## config.mk

```make
export PLATFORM = sky130hd
export DESIGN_NAME = vfield_timer
export DESIGN_NICKNAME = d
export VERILOG_FILES = /design/src/rtl/vfield_pkg.sv /design/src/rtl/vfield_sync_qual.sv /design/src/rtl/vfield_counter.sv /design/src/rtl/vfield_rate_fsm.sv /design/src/rtl/vfield_timer.sv
export SDC_FILE = /design/constraint.sdc
export NUM_CORES = 1
export LEC_CHECK = 0
export ABC_CLOCK_PERIOD_IN_PS = 2600
export BUFFER_PORTS_ARGS = -buffer_cell sky130_fd_sc_hd__buf_4
export CORE_MARGIN = 4
export CORE_UTILIZATION = 59
export DETAILED_ROUTE_END_ITERATION = 12
export PLACE_DENSITY = 0.77
export SLEW_MARGIN = 25
export SYNTH_ARGS = -nofsm -noshare
export SYNTH_HDL_FRONTEND = slang
export SYNTH_HIERARCHICAL = 1
export SYNTH_SLANG_ARGS = --single-unit
export TNS_END_PERCENT = 1
```

## constraint.sdc

```tcl
create_clock -name clk -period 2.6 [get_ports clk]
set_input_delay 0.39 -clock clk [delete_from_list [all_inputs] [get_ports clk]]
set_output_delay 0.39 -clock clk [all_outputs]
set_load 0.05 [all_outputs]
```

## src/rtl/vfield_pkg.sv

```systemverilog
package vfield_pkg;

    typedef enum logic [1:0] {
        Q_IDLE  = 2'd0,
        Q_COUNT = 2'd1,
        Q_HELD  = 2'd2
    } qual_state_t;

    typedef enum logic [1:0] {
        R_50      = 2'd0,
        R_50_PEND = 2'd1,
        R_60      = 2'd2,
        R_60_PEND = 2'd3
    } rate_state_t;

endpackage

```

## src/rtl/vfield_sync_qual.sv

```systemverilog
module vfield_sync_qual
    import vfield_pkg::*;
#(
    parameter int FILT_LEN = 8
) (
    input  logic clk,
    input  logic rst_n,
    input  logic tick,
    input  logic vs_raw,
    output logic accept
);
    localparam int RUN_W = $clog2(FILT_LEN + 1);
    localparam logic [RUN_W-1:0] RUN_LAST = RUN_W'(FILT_LEN - 1);
    localparam logic [RUN_W-1:0] RUN_ONE  = RUN_W'(1);

    qual_state_t      st_q, st_d;
    logic [RUN_W-1:0] run_q, run_d;

    always_ff @(posedge clk or negedge rst_n) begin
        if (!rst_n) begin
            st_q  <= Q_IDLE;
            run_q <= '0;
        end else begin
            st_q  <= st_d;
            run_q <= run_d;
        end
    end

    always_comb begin
        st_d  = st_q;
        run_d = run_q;
        if (tick) begin
            unique case (st_q)
                Q_IDLE: begin
                    if (vs_raw) begin
                        if (RUN_LAST == '0) begin
                            st_d = Q_HELD;
                        end else begin
                            st_d  = Q_COUNT;
                            run_d = RUN_ONE;
                        end
                    end
                end
                Q_COUNT: begin
                    if (!vs_raw) begin
                        st_d  = Q_IDLE;
                        run_d = '0;
                    end else if (run_q == RUN_LAST) begin
                        st_d  = Q_HELD;
                        run_d = '0;
                    end else begin
                        run_d = run_q + RUN_ONE;
                    end
                end
                Q_HELD: begin
                    if (!vs_raw) st_d = Q_IDLE;
                end
                default: st_d = Q_IDLE;
            endcase
        end
    end

    always_comb begin
        accept = 1'b0;
        if (tick && vs_raw) begin
            unique case (st_q)
                Q_IDLE:  accept = (RUN_LAST == '0);
                Q_COUNT: accept = (run_q == RUN_LAST);
                Q_HELD:  accept = 1'b0;
                default: accept = 1'b0;
            endcase
        end
    end

    assert_single_accept_R4: assert property (@(posedge clk) disable iff (!rst_n)
        accept |=> !accept);

    assert_accept_in_count_R2: assert property (@(posedge clk) disable iff (!rst_n)
        accept |=> (st_q == Q_HELD));

endmodule

```

## src/rtl/vfield_counter.sv

```systemverilog
module vfield_counter #(
    parameter int CNT_W     = 10,
    parameter int LEN_50    = 625,
    parameter int LEN_60    = 525,
    parameter int MIN_RESET = 400,
    parameter int THRESH    = 575
) (
    input  logic             clk,
    input  logic             rst_n,
    input  logic             tick,
    input  logic             accept,
    input  logic             short_std,
    output logic [CNT_W-1:0] cnt,
    output logic             field_done,
    output logic             field_long
);
    localparam logic [CNT_W-1:0] LIM_LONG  = CNT_W'(LEN_50 - 1);
    localparam logic [CNT_W-1:0] LIM_SHORT = CNT_W'(LEN_60 - 1);
    localparam logic [CNT_W-1:0] GATE      = CNT_W'(MIN_RESET);
    localparam logic [CNT_W-1:0] THR_LAST  = CNT_W'(THRESH - 1);
    localparam logic [CNT_W-1:0] ONE       = CNT_W'(1);

    logic [CNT_W-1:0] cnt_q;
    logic             free_q;
    logic             take_sync;
    logic             at_limit;

    assign take_sync = accept && (cnt_q > GATE);
    assign at_limit  = (cnt_q == ((short_std && free_q) ? LIM_SHORT : LIM_LONG));

    always_ff @(posedge clk or negedge rst_n) begin
        if (!rst_n) begin
            cnt_q  <= '0;
            free_q <= 1'b0;
        end else if (tick) begin
            if (take_sync) begin
                cnt_q  <= '0;
                free_q <= 1'b0;
            end else if (at_limit) begin
                cnt_q  <= '0;
                free_q <= 1'b1;
            end else begin
                cnt_q <= cnt_q + ONE;
            end
        end
    end

    assign cnt        = cnt_q;
    assign field_done = tick && (take_sync || at_limit);
    assign field_long = (cnt_q >= THR_LAST);

    assert_no_overflow_R8: assert property (@(posedge clk) disable iff (!rst_n)
        cnt_q <= LIM_LONG);

    assert_hold_between_ticks_R8: assert property (@(posedge clk) disable iff (!rst_n)
        !tick |=> $stable(cnt_q));

    assert_reset_gate_R3: assert property (@(posedge clk) disable iff (!rst_n)
        (tick && cnt_q <= GATE) |=> (cnt_q == $past(cnt_q) + ONE));

endmodule

```

## src/rtl/vfield_rate_fsm.sv

```systemverilog
module vfield_rate_fsm
    import vfield_pkg::*;
(
    input  logic clk,
    input  logic rst_n,
    input  logic field_done,
    input  logic field_long,
    output logic std_60
);
    rate_state_t st_q, st_d;

    always_ff @(posedge clk or negedge rst_n) begin
        if (!rst_n) st_q <= R_50;
        else        st_q <= st_d;
    end

    always_comb begin
        st_d = st_q;
        if (field_done) begin
            unique case (st_q)
                R_50:      st_d = field_long ? R_50 : R_50_PEND;
                R_50_PEND: st_d = field_long ? R_50 : R_60;
                R_60:      st_d = field_long ? R_60_PEND : R_60;
                R_60_PEND: st_d = field_long ? R_50 : R_60;
                default:   st_d = R_50;
            endcase
        end
    end

    always_comb begin
        unique case (st_q)
            R_60, R_60_PEND: std_60 = 1'b1;
            default:         std_60 = 1'b0;
        endcase
    end

    assert_flag_on_field_R10: assert property (@(posedge clk) disable iff (!rst_n)
        !field_done |=> $stable(std_60));

endmodule

```

## src/rtl/vfield_timer.sv

```systemverilog
module vfield_timer #(
    parameter int CNT_W      = 10,
    parameter int FILT_LEN   = 8,
    parameter int MIN_RESET  = 400,
    parameter int LEN_50     = 625,
    parameter int LEN_60     = 525,
    parameter int THRESH     = 575,
    parameter int VP_LEN     = 10,
    parameter int BL_POST_50 = 45,
    parameter int BL_PRE_50  = 5,
    parameter int BL_POST_60 = 34,
    parameter int BL_PRE_60  = 6
) (
    input  logic clk,
    input  logic rst_n,
    input  logic half_line_tick,
    input  logic vsync_raw,
    output logic vout_pulse,
    output logic vblank_win,
    output logic rate_is_60
);
    localparam logic [CNT_W-1:0] VP_END    = CNT_W'(VP_LEN);
    localparam logic [CNT_W-1:0] POST_50   = CNT_W'(BL_POST_50);
    localparam logic [CNT_W-1:0] START_50  = CNT_W'(LEN_50 - BL_PRE_50);
    localparam logic [CNT_W-1:0] POST_60   = CNT_W'(BL_POST_60);
    localparam logic [CNT_W-1:0] START_60  = CNT_W'(LEN_60 - BL_PRE_60);

    logic             accept;
    logic [CNT_W-1:0] cnt;
    logic             field_done;
    logic             field_long;
    logic             std_60;

    vfield_sync_qual #(.FILT_LEN(FILT_LEN)) u_qual (
        .clk    (clk),
        .rst_n  (rst_n),
        .tick   (half_line_tick),
        .vs_raw (vsync_raw),
        .accept (accept)
    );

    vfield_counter #(
        .CNT_W     (CNT_W),
        .LEN_50    (LEN_50),
        .LEN_60    (LEN_60),
        .MIN_RESET (MIN_RESET),
        .THRESH    (THRESH)
    ) u_cnt (
        .clk        (clk),
        .rst_n      (rst_n),
        .tick       (half_line_tick),
        .accept     (accept),
        .short_std  (std_60),
        .cnt        (cnt),
        .field_done (field_done),
        .field_long (field_long)
    );

    vfield_rate_fsm u_rate (
        .clk        (clk),
        .rst_n      (rst_n),
        .field_done (field_done),
        .field_long (field_long),
        .std_60     (std_60)
    );

    always_comb begin
        vout_pulse = (cnt < VP_END);
        if (std_60) vblank_win = (cnt < POST_60) || (cnt >= START_60);
        else        vblank_win = (cnt < POST_50) || (cnt >= START_50);
        rate_is_60 = std_60;
    end

    assert_pulse_in_blank_R5: assert property (@(posedge clk) disable iff (!rst_n)
        vout_pulse |-> vblank_win);

    assert_pulse_after_field_R2: assert property (@(posedge clk) disable iff (!rst_n)
        $rose(vout_pulse) |-> $past(field_done));

endmodule

```

==> results.sh, run 1 <==
export IMPL_power_density_nw_per_um2=790
export IMPL_fmax_mhz=405
export IMPL_placed_cells=167
export IMPL_setup_slack_ps=129
export IMPL_syn_num_nets=144
export IMPL_clk_path_buf_depth=2
export IMPL_place_area_um2=1340
export IMPL_cts_clk_slew_worst_paths_ps=110
export IMPL_synth_ff_type="dfrtp_1"
export IMPL_avgSynthCellArea_um2=9.26
export IMPL_synth_top_area_cell="dfrtp_1"
export IMPL_fillers=153
export IMPL_post_route_drc_count=0
export IMPL_yosysTopAreaCellShare_pct=37.5
export IMPL_viasPerCell=6.40
export IMPL_floorplan_initialDensity_pct=63.4
export IMPL_grt_pass1_wl_um=4530
export IMPL_max_slew_margin_pct=68.6
export IMPL_antenna_found_initial=0
export IMPL_p_int_uw=589
export IMPL_ant_nets=0
export IMPL_switching_share_pct=45.8
export IMPL_power_clock_fraction_pct=14.1
export IMPL_hold_class="primary input to flop"
export IMPL_syn2layout_area_growth_pct=8.48
export IMPL_worstPathMaxFanout=13
export IMPL_holdWs_ps=359
export IMPL_report_final_slew_viol_count=0
export IMPL_yosysSeqAreaShare_pct=37.5
export IMPL_synthMostInstantiatedCell="dfrtp_1"
export IMPL_combinationalPowerShare_pct=38.8
export IMPL_synth_enable_flop_cells=0
export IMPL_io_pins=7
export IMPL_fin_skew_ps=1.04
export IMPL_netSwitchingPower_uw=498
export IMPL_ys_seq_elements=19
export IMPL_power_leakage_nw=0.577
export IMPL_wl_per_cell_um=15.7
export IMPL_insertion_delay_ps=300
export IMPL_ir_drop_mv=0.754
export IMPL_fp_dieW_um=54.4
export IMPL_h_tree_depth=1
export IMPL_place_congestion=0.808
export IMPL_clock_sinks=19
export IMPL_diodes=0
export IMPL_grt_max_degree=20
export IMPL_fp_dieArea_um2=2960
export IMPL_die_y_um=54.4
export IMPL_wl_um=2690
export IMPL_grt_usage_pct=21.6
export IMPL_final_min_clock_period_ps=2470
export IMPL_fin_util_pct=68.8
export IMPL_portBuffers=6
export IMPL_post_cts_buffers=0
export IMPL_status="complete, no violations"
export IMPL_cts_buffers=3
export IMPL_drt_iter0_drc=43
export IMPL_drtPass1Iterations=4
export IMPL_final_layout_size_suffix_gt1_share_pct=11.7
export IMPL_setup_viol=0
export IMPL_layout_cells_non_filler=172
export IMPL_synthTopCellsByCount="dfrtp_1, nor2_1, inv_1, nand2_1, o21ai_0"
export IMPL_tns_ps=0
export IMPL_startpoint_type="flop"
export IMPL_rsz0062_at_grt="no"
export IMPL_power_frac_seq_pct=47.1
export IMPL_cts_root_buf="clkbuf_4"
export IMPL_worst_ep_required_time_ps=2210
export IMPL_arrival_ps=2080
export IMPL_synth_warnings=6
export IMPL_overflow=0
export IMPL_cts_tree="yes"
export IMPL_place_ws_ps=592
export IMPL_finalHoldViolations=0
export IMPL_num_vias=1100
export IMPL_async_reset_ff_share_pct=100
export IMPL_grt_pass1_vias=976
export IMPL_postLayoutCellArea_um2=1380
export IMPL_synth_cell_type_count=49
export IMPL_hpwlAfterDp_um=1880
export IMPL_synthTopCellsByArea="dfrtp_1, nor2_1, ha_1"
export IMPL_core_area_um2=2000
export IMPL_cts_resized=0
export IMPL_worstSetupEndpointType="primary output"
export IMPL_worst_pin_slew_ps=467
export IMPL_fin_crit_sh_pct=95.0
export IMPL_netlist_instances=137
export IMPL_cap_violations=0
export IMPL_synth_area_um2=1270
export IMPL_finalPower_mw=1.09
export IMPL_row_count=16
export IMPL_layout_nets=153
export IMPL_crit_type="flop to primary output"
==> flip-flops by register name (all words and copies together), names as in the netlist, named ones only <==
| name | flops |
|---|---|
| u_qual/st_q | 2 |
| u_cnt/free_q | 1 |
| u_rate/st_q | 1 |
| u_cnt/cnt | 10 |
| u_qual/run_q | 4 |
==> layout make-up <==
cell class	instances	area, µm²	area share [%]
multi-input cells	108	759	55.2
flip-flops and latches	19	475	34.5
repair buffers	7	55.1	4.00
well taps	27	33.8	2.45
clock buffers	4	26.3	1.91
inverters	7	26.3	1.91
==> cell usage in the layout (no fill, tap or decap), types with 2 or more instances in the layout <==
cell type,synthesis,final
dfrtp_1,19,19
nor2_1,18,18
o21ai_0,7,7
inv_1,7,7
nand2_1,7,7
buf_4,0,6
a21oi_1,5,5
nand3_1,5,5
nand4_1,5,5
nand2b_1,4,4
nor3_1,4,4
xor2_1,4,4
clkbuf_4,0,3
ha_1,3,3
a311o_1,2,2
nand3b_1,2,2
o22ai_1,2,2
nor4_1,3,2
and2_1,2,2
xnor2_1,2,2
o2bb2ai_1,2,2
nor2b_1,2,2
a22o_1,2,2
and3b_1,2,2
mux2i_1,2,2
==> repair_timing <==
| item | 4_1_cts | 5_1_grt |
|---|---|---|
| hold buffers | 1 | 0 |
| endpoints found under the setup margin | 0 | 0 |
| hold endpoints to repair | 19 | 0 |
==> kinds of logic (layout without fill, tap and decap cells) <==
logic type,Yosys count,count (layout),synth area share (%)
AO/OA/AOI/OAI,35,35,24.2
XOR/XNOR,6,6,4.14
adder cells (fa/ha/maj),3,3,2.96
buffers and inverters,10,18,3.16
flip-flops,19,19,37.5
multiplexers,2,2,1.58
AND/OR/NAND/NOR,62,62,26.5
==> power groups by stage <==
stage / sequential [mW] / clock, mW / combinational (mW)
finish: 0.512 / 0.153 / 0.422
global route: 0.527 / 0.169 / 0.469
CTS: 0.507 / 0.158 / 0.420
detailed placement: 0.511 / 0 / 0.411
global placement: 0.508 / 0 / 0.405
floorplan: 0.462 / 0 / 0.347
==> path summary, 6_finish.rpt <==
path,slack [ps],to,from,depth (start not counted)
min in group asynchronous,480,u_cnt/cnt[9],rst_n,2
setup / recovery,130,vblank_win,u_cnt/cnt[3],5
hold / removal,360,u_cnt/cnt[1],half_line_tick,2
max in group asynchronous,1910,u_cnt/cnt[5],rst_n,2
setup reg to reg,540,flop,u_cnt/cnt[3],6
hold reg to reg,570,u_rate/st_q[0],u_rate/st_q[0],2
==> worst max-delay path: stages, from the launching register on <==
cell and delay [ps]:
dfrtp_1 560, or4_1 600, a21oi_1 210, nor2_1 60
o22ai_1 140, buf_4 220
==> layer usage <==
metal / wire (µm) / part of all wire (%) / GRT usage [%] / vias to the layer above
met4: 112 / 4.2 / 13.3 / 0
met3: 100 / 3.7 / 4.36 / 13
met1: 1250 / 46 / 30.8 / 536
met2: 1230 / 46 / 29.5 / 29
met5: 0 / 0 / 0 / -
li1: - / - / - / 522
No activity file was read; power rests on OpenSTA's default activity.
==> run 2: changes to the inputs <==
--- a/config.mk
+++ b/config.mk
@@ -5,12 +5,12 @@
 export SDC_FILE = /design/constraint.sdc
 export NUM_CORES = 1
 export LEC_CHECK = 0
-export ABC_CLOCK_PERIOD_IN_PS = 2600
+export ABC_CLOCK_PERIOD_IN_PS = 2900
 export BUFFER_PORTS_ARGS = -buffer_cell sky130_fd_sc_hd__buf_4
 export CORE_MARGIN = 4
-export CORE_UTILIZATION = 59
+export CORE_UTILIZATION = 64
 export DETAILED_ROUTE_END_ITERATION = 12
-export PLACE_DENSITY = 0.77
+export PLACE_DENSITY = 0.83
 export SLEW_MARGIN = 25
 export SYNTH_ARGS = -nofsm -noshare
 export SYNTH_HDL_FRONTEND = slang
==> constraint.sdc (replaced) <==
create_clock -name clk -period 2.9 [get_ports clk]
set_input_delay 0.435 -clock clk [delete_from_list [all_inputs] [get_ports clk]]
set_output_delay 0.435 -clock clk [all_outputs]
set_load 0.05 [all_outputs]
==> results.sh, run 2 (synthesis gave the netlist of run 1 again) <==
export IMPL_status="complete, no violations"
export IMPL_report_final_slew_viol_count=0
export IMPL_place_ws_ps=832
export IMPL_setup_slack_ps=468
export IMPL_final_common_cell="dfrtp_1"
export IMPL_hpwlAfterDp_um=1840
export IMPL_cts_tree="yes"
export IMPL_layout_nets=153
export IMPL_finalPower_uw=959
export IMPL_overflow=0
export IMPL_rsz0062_at_grt="no"
export IMPL_placed_cells=165
export IMPL_tns_ps=0
export IMPL_drtPass1Iterations=4
export IMPL_post_route_drc_count=0
export IMPL_max_slew_margin_pct=65.2
export IMPL_drt_iter0_drc=30
export IMPL_cts_buffers=3
export IMPL_finalHoldViolations=0
export IMPL_hold_class="primary input to flop"
export IMPL_arrival_ps=2000
export IMPL_place_congestion=0.854
export IMPL_fillers=133
export IMPL_setup_viol=0
export IMPL_largest_reg_flops=10
export IMPL_cts_clk_slew_worst_paths_ps=120
export IMPL_ant_nets=0
export IMPL_worst_ep_required_time_ps=2470
export IMPL_diodes=0
export IMPL_clock_sinks=19
export IMPL_portBuffers=6
export IMPL_row_count=15
export IMPL_cts_root_buf="clkbuf_4"
export IMPL_fp_dieArea_um2=2760
export IMPL_antenna_found_initial=0
export IMPL_num_vias=1040
export IMPL_grt_usage_pct=22.9
export IMPL_worst_pin_slew_ps=517
export IMPL_fin_crit_sh_pct=83.9
export IMPL_fin_skew_ps=11.6
export IMPL_final_layout_size_suffix_gt1_share_pct=11.7
export IMPL_startpoint_type="flop"
export IMPL_grt_pass1_wl_um=4530
export IMPL_holdBufCountCts=1
export IMPL_grt_pass1_vias=987
export IMPL_h_tree_depth=1
export IMPL_syn2layout_area_growth_pct=8.09
export IMPL_clk_path_buf_depth=2
export IMPL_cap_violations=0
export IMPL_fmax_mhz=411
export IMPL_wl_um=2530
export IMPL_ir_drop_mv=0.495
export IMPL_worstPathMaxFanout=12
export IMPL_fp_dieW_um=52.5
export IMPL_io_pins=7
export IMPL_insertion_delay_ps=310
export IMPL_floorplan_initialDensity_pct=70.4
export IMPL_power_leakage_nw=0.575
export IMPL_wl_per_cell_um=14.9
export IMPL_die_y_um=52.5
export IMPL_layout_common_cells="dfrtp_1, nor2_1, o21ai_0, inv_1, nand2_1"
export IMPL_power_density_nw_per_um2=699
export IMPL_cts_resized=0
export IMPL_crit_type="flop to primary output"
export IMPL_worstSetupEndpointType="primary output"
export IMPL_core_area_um2=1800
export IMPL_grt_max_degree=20
export IMPL_layout_cells_non_filler=170
export IMPL_final_min_clock_period_ps=2430
export IMPL_viasPerCell=6.12
export IMPL_post_cts_buffers=0
## run 2: area by class of cell
type | instances | area [µm²] | share of cell area, %
clock buffers | 3 | 22.5 | 1.64
clock inverters | 1 | 7.51 | 0.547
inverters | 7 | 26.3 | 1.92
multi-input cells | 108 | 753 | 54.9
flip-flops and latches | 19 | 475 | 34.7
well taps | 25 | 31.3 | 2.28
repair buffers | 7 | 55.1 | 4.01
## run 2: routing by layer
metal,GRT usage [%],part of all wire (%),vias up
li1,-,-,526
met1,31.9,49,480
met2,34.1,46,28
met3,4.27,3.6,6
met4,10.2,2.1,0
met5,0,0,-
## run 2: worst paths after layout
kind / startpoint / end / slack (ps) / depth (start not counted)
worst max-delay path: u_cnt/cnt[4] / vblank_win / 470 / 5
worst min-delay path: half_line_tick / u_cnt/cnt[1] / 400 / 2
worst max register to register: u_qual/run_q[0] / flop / 790 / 7
worst min register to register: u_rate/st_q[0] / u_rate/st_q[0] / 550 / 2
max in group asynchronous: rst_n / u_cnt/cnt[3] / 2170 / 2
min in group asynchronous: rst_n / u_qual/run_q[2] / 510 / 2
## run 2: where the power goes
group | internal [mW] | switching [mW]
sequential | 0.317 | 0.129
combinational | 0.156 | 0.215
clock | 0.0527 | 0.0893
total | 0.526 | 0.433
## run 2: stage by stage
stage / util [%] / instance area (µm²) / hold WS, ps
finish: 76.1 / 1370 / 402
global route: 76.1 / 1370 / 412
CTS: 76.1 / 1370 / 393
detailed placement: 73.9 / 1330 / 321
global placement: 73.9 / 1330 / 316
floorplan: - / 1270 / 139
## run 2: worst max-delay path, cell delays in order (launching register included)
cell and delay, ps:
dfrtp_1 520, or4_1 570, a21oi_1 190, nor2_1 60
o22ai_1 140, buf_4 220
==> run 3: changes to the inputs <==
--- a/config.mk
+++ b/config.mk
@@ -5,12 +5,12 @@
 export SDC_FILE = /design/constraint.sdc
 export NUM_CORES = 1
 export LEC_CHECK = 0
-export ABC_CLOCK_PERIOD_IN_PS = 2900
+export ABC_CLOCK_PERIOD_IN_PS = 2500
 export BUFFER_PORTS_ARGS = -buffer_cell sky130_fd_sc_hd__buf_4
 export CORE_MARGIN = 4
-export CORE_UTILIZATION = 64
+export CORE_UTILIZATION = 59
 export DETAILED_ROUTE_END_ITERATION = 12
-export PLACE_DENSITY = 0.83
+export PLACE_DENSITY = 0.77
 export SLEW_MARGIN = 25
 export SYNTH_ARGS = -nofsm -noshare
 export SYNTH_HDL_FRONTEND = slang
==> constraint.sdc (replaced) <==
create_clock -name clk -period 2.5 [get_ports clk]
set_input_delay 0.375 -clock clk [delete_from_list [all_inputs] [get_ports clk]]
set_output_delay 0.375 -clock clk [all_outputs]
set_load 0.05 [all_outputs]
==> results.sh, run 3 (synthesis gave the netlist of run 1 again) <==
export IMPL_status="complete, no violations"
export IMPL_ff2ff_setup_slack_ps=440
export IMPL_final_layout_size_suffix_gt1_share_pct=12.4
export IMPL_overflow=0
export IMPL_fin_util_pct=68.8
export IMPL_r2r_cells=6
export IMPL_power_frac_seq_pct=47.4
export IMPL_report_final_slew_viol_count=0
export IMPL_cts_clk_slew_worst_paths_ps=110
export IMPL_diodes=0
export IMPL_switching_share_pct=45.4
export IMPL_cap_violations=0
export IMPL_drtPass1Iterations=4
export IMPL_num_vias=1061
export IMPL_r2r_start="u_cnt/cnt[5]"
export IMPL_fin_crit_sh_pct=93.5
export IMPL_worstPathMaxFanout=13
export IMPL_final_common_cell="dfrtp_1"
export IMPL_power_density_nw_per_um2=812
export IMPL_floorplan_initialDensity_pct=63.4
export IMPL_grt_pass1_vias=958
export IMPL_h_tree_depth=1
export IMPL_portBuffers=6
export IMPL_syn2layout_area_growth_pct=8.58
export IMPL_cts_root_buf="clkbuf_4"
export IMPL_wl_per_cell_um=15.2
export IMPL_fp_dieArea_um2=2960
export IMPL_grt_pass1_wl_um=4590
export IMPL_fp_dieW_um=54.4
export IMPL_tns_ps=0
export IMPL_rsz0062_at_grt="no"
export IMPL_core_area_um2=2000
export IMPL_drt_iter0_drc=47
export IMPL_worstSetupEndpointType="primary output"
export IMPL_worst_pin_slew_ps=451
export IMPL_insertion_delay_ps=290
export IMPL_cts_buffers=3
export IMPL_hold_class="primary input to flop"
export IMPL_p_int_uw=611
export IMPL_place_area_um2=1340
export IMPL_fin_skew_ps=2.67
export IMPL_row_count=16
export IMPL_worst_ep_required_time_ps=2120
export IMPL_antenna_found_initial=0
export IMPL_power_clock_fraction_pct=14.0
export IMPL_wl_um=2620
export IMPL_io_pins=7
export IMPL_die_y_um=54.4
export IMPL_hold_end="u_cnt/cnt[2]"
export IMPL_fmax_mhz=428
export IMPL_combinationalPowerShare_pct=38.6
export IMPL_layout_common_cells="dfrtp_1, nor2_1, o21ai_0, inv_1, nand2_1"
export IMPL_postLayoutCellArea_um2=1380
export IMPL_netSwitchingPower_uw=507
export IMPL_setup_viol=0
export IMPL_grt_usage_pct=21.5
export IMPL_power_leakage_nw=0.579
export IMPL_arrival_ps=1960
export IMPL_grt_max_degree=20
export IMPL_worstHoldStart="half_line_tick"
export IMPL_largest_reg_flops=10
export IMPL_finalHoldViolations=0
export IMPL_clock_sinks=19
export IMPL_ant_nets=0
export IMPL_viasPerCell=6.17
export IMPL_crit_type="flop to primary output"
export IMPL_max_slew_margin_pct=69.7
export IMPL_clk_path_buf_depth=2
export IMPL_place_congestion=0.846
export IMPL_hpwlAfterDp_um=1930
export IMPL_cts_tree="yes"
export IMPL_post_route_drc_count=0
export IMPL_final_min_clock_period_ps=2340
export IMPL_startpoint_type="flop"
export IMPL_min_path_cells=2
export IMPL_holdWs_ps=368
export IMPL_ir_drop_mv=0.685
export IMPL_layout_nets=153
## run 3: cell count changes in the layout (fill, tap and decap cells not counted)
| cell | delta |
|---|---|
| clkinvlp_4 | -1 |
| nor4_2 | +1 |
| clkinv_2 | +1 |
| nor4_1 | -1 |
## run 3: stage by stage
stage,worst slack [ps],power (mW),std cells
after global routing,78.0,1.20,172
final,162,1.12,172
after detailed placement,478,0.963,167
after CTS,167,1.12,172
after floorplan,143,0.841,137
after global placement,518,0.949,167
## run 3: what timing repair did
action                    4_1_cts  5_1_grt
hold endpoints to repair       19        0
gates resized for setup         0        0
hold buffers                    1        0
setup buffers                   0        0
## run 3: power groups by stage
stage	registers [mW]	clock network [mW]	logic [mW]
3_5_place_dp	0.533	0	0.430
2_1_floorplan	0.480	0	0.360
5_1_grt	0.548	0.170	0.477
4_1_cts	0.526	0.160	0.434
6_report	0.530	0.156	0.432
3_3_place_gp	0.527	0	0.422
## run 3: layout make-up
cell class,instances,area (µm²)
clock inverters,1,5.00
well taps,27,33.8
multi-input cells,108,759
flip-flops and latches,19,475
repair buffers,7,55.1
inverters,7,26.3
clock buffers,3,22.5
fillers,162,624
## run 3: metal layers
metal | part of all wire, % | GRT usage, %
met3 | 3.7 | 2.72
met2 | 46 | 31.1
met1 | 49 | 31.3
met4 | 1.6 | 10.8
met5 | 0 | 0
## run 3: worst max-delay path: stages (launching register included)
cell and delay, ps:
dfrtp_1 550, or4_1 560, a21oi_1 160, nor2_1 50, o22ai_1 130, buf_4 220
## run 3: how the worst max path moves through the flow
stage / startpoint / to / slack [ps] / cells after the start
floorplan: u_cnt/cnt[4] / vblank_win / 140 / 4
finish: u_cnt/cnt[3] / vblank_win / 160 / 5
global route: u_cnt/cnt[3] / vblank_win / 80 / 5
detailed placement: u_cnt/cnt[5] / flop / 480 / 6
global placement: u_cnt/cnt[3] / flop / 520 / 6
CTS: u_cnt/cnt[3] / vblank_win / 170 / 5
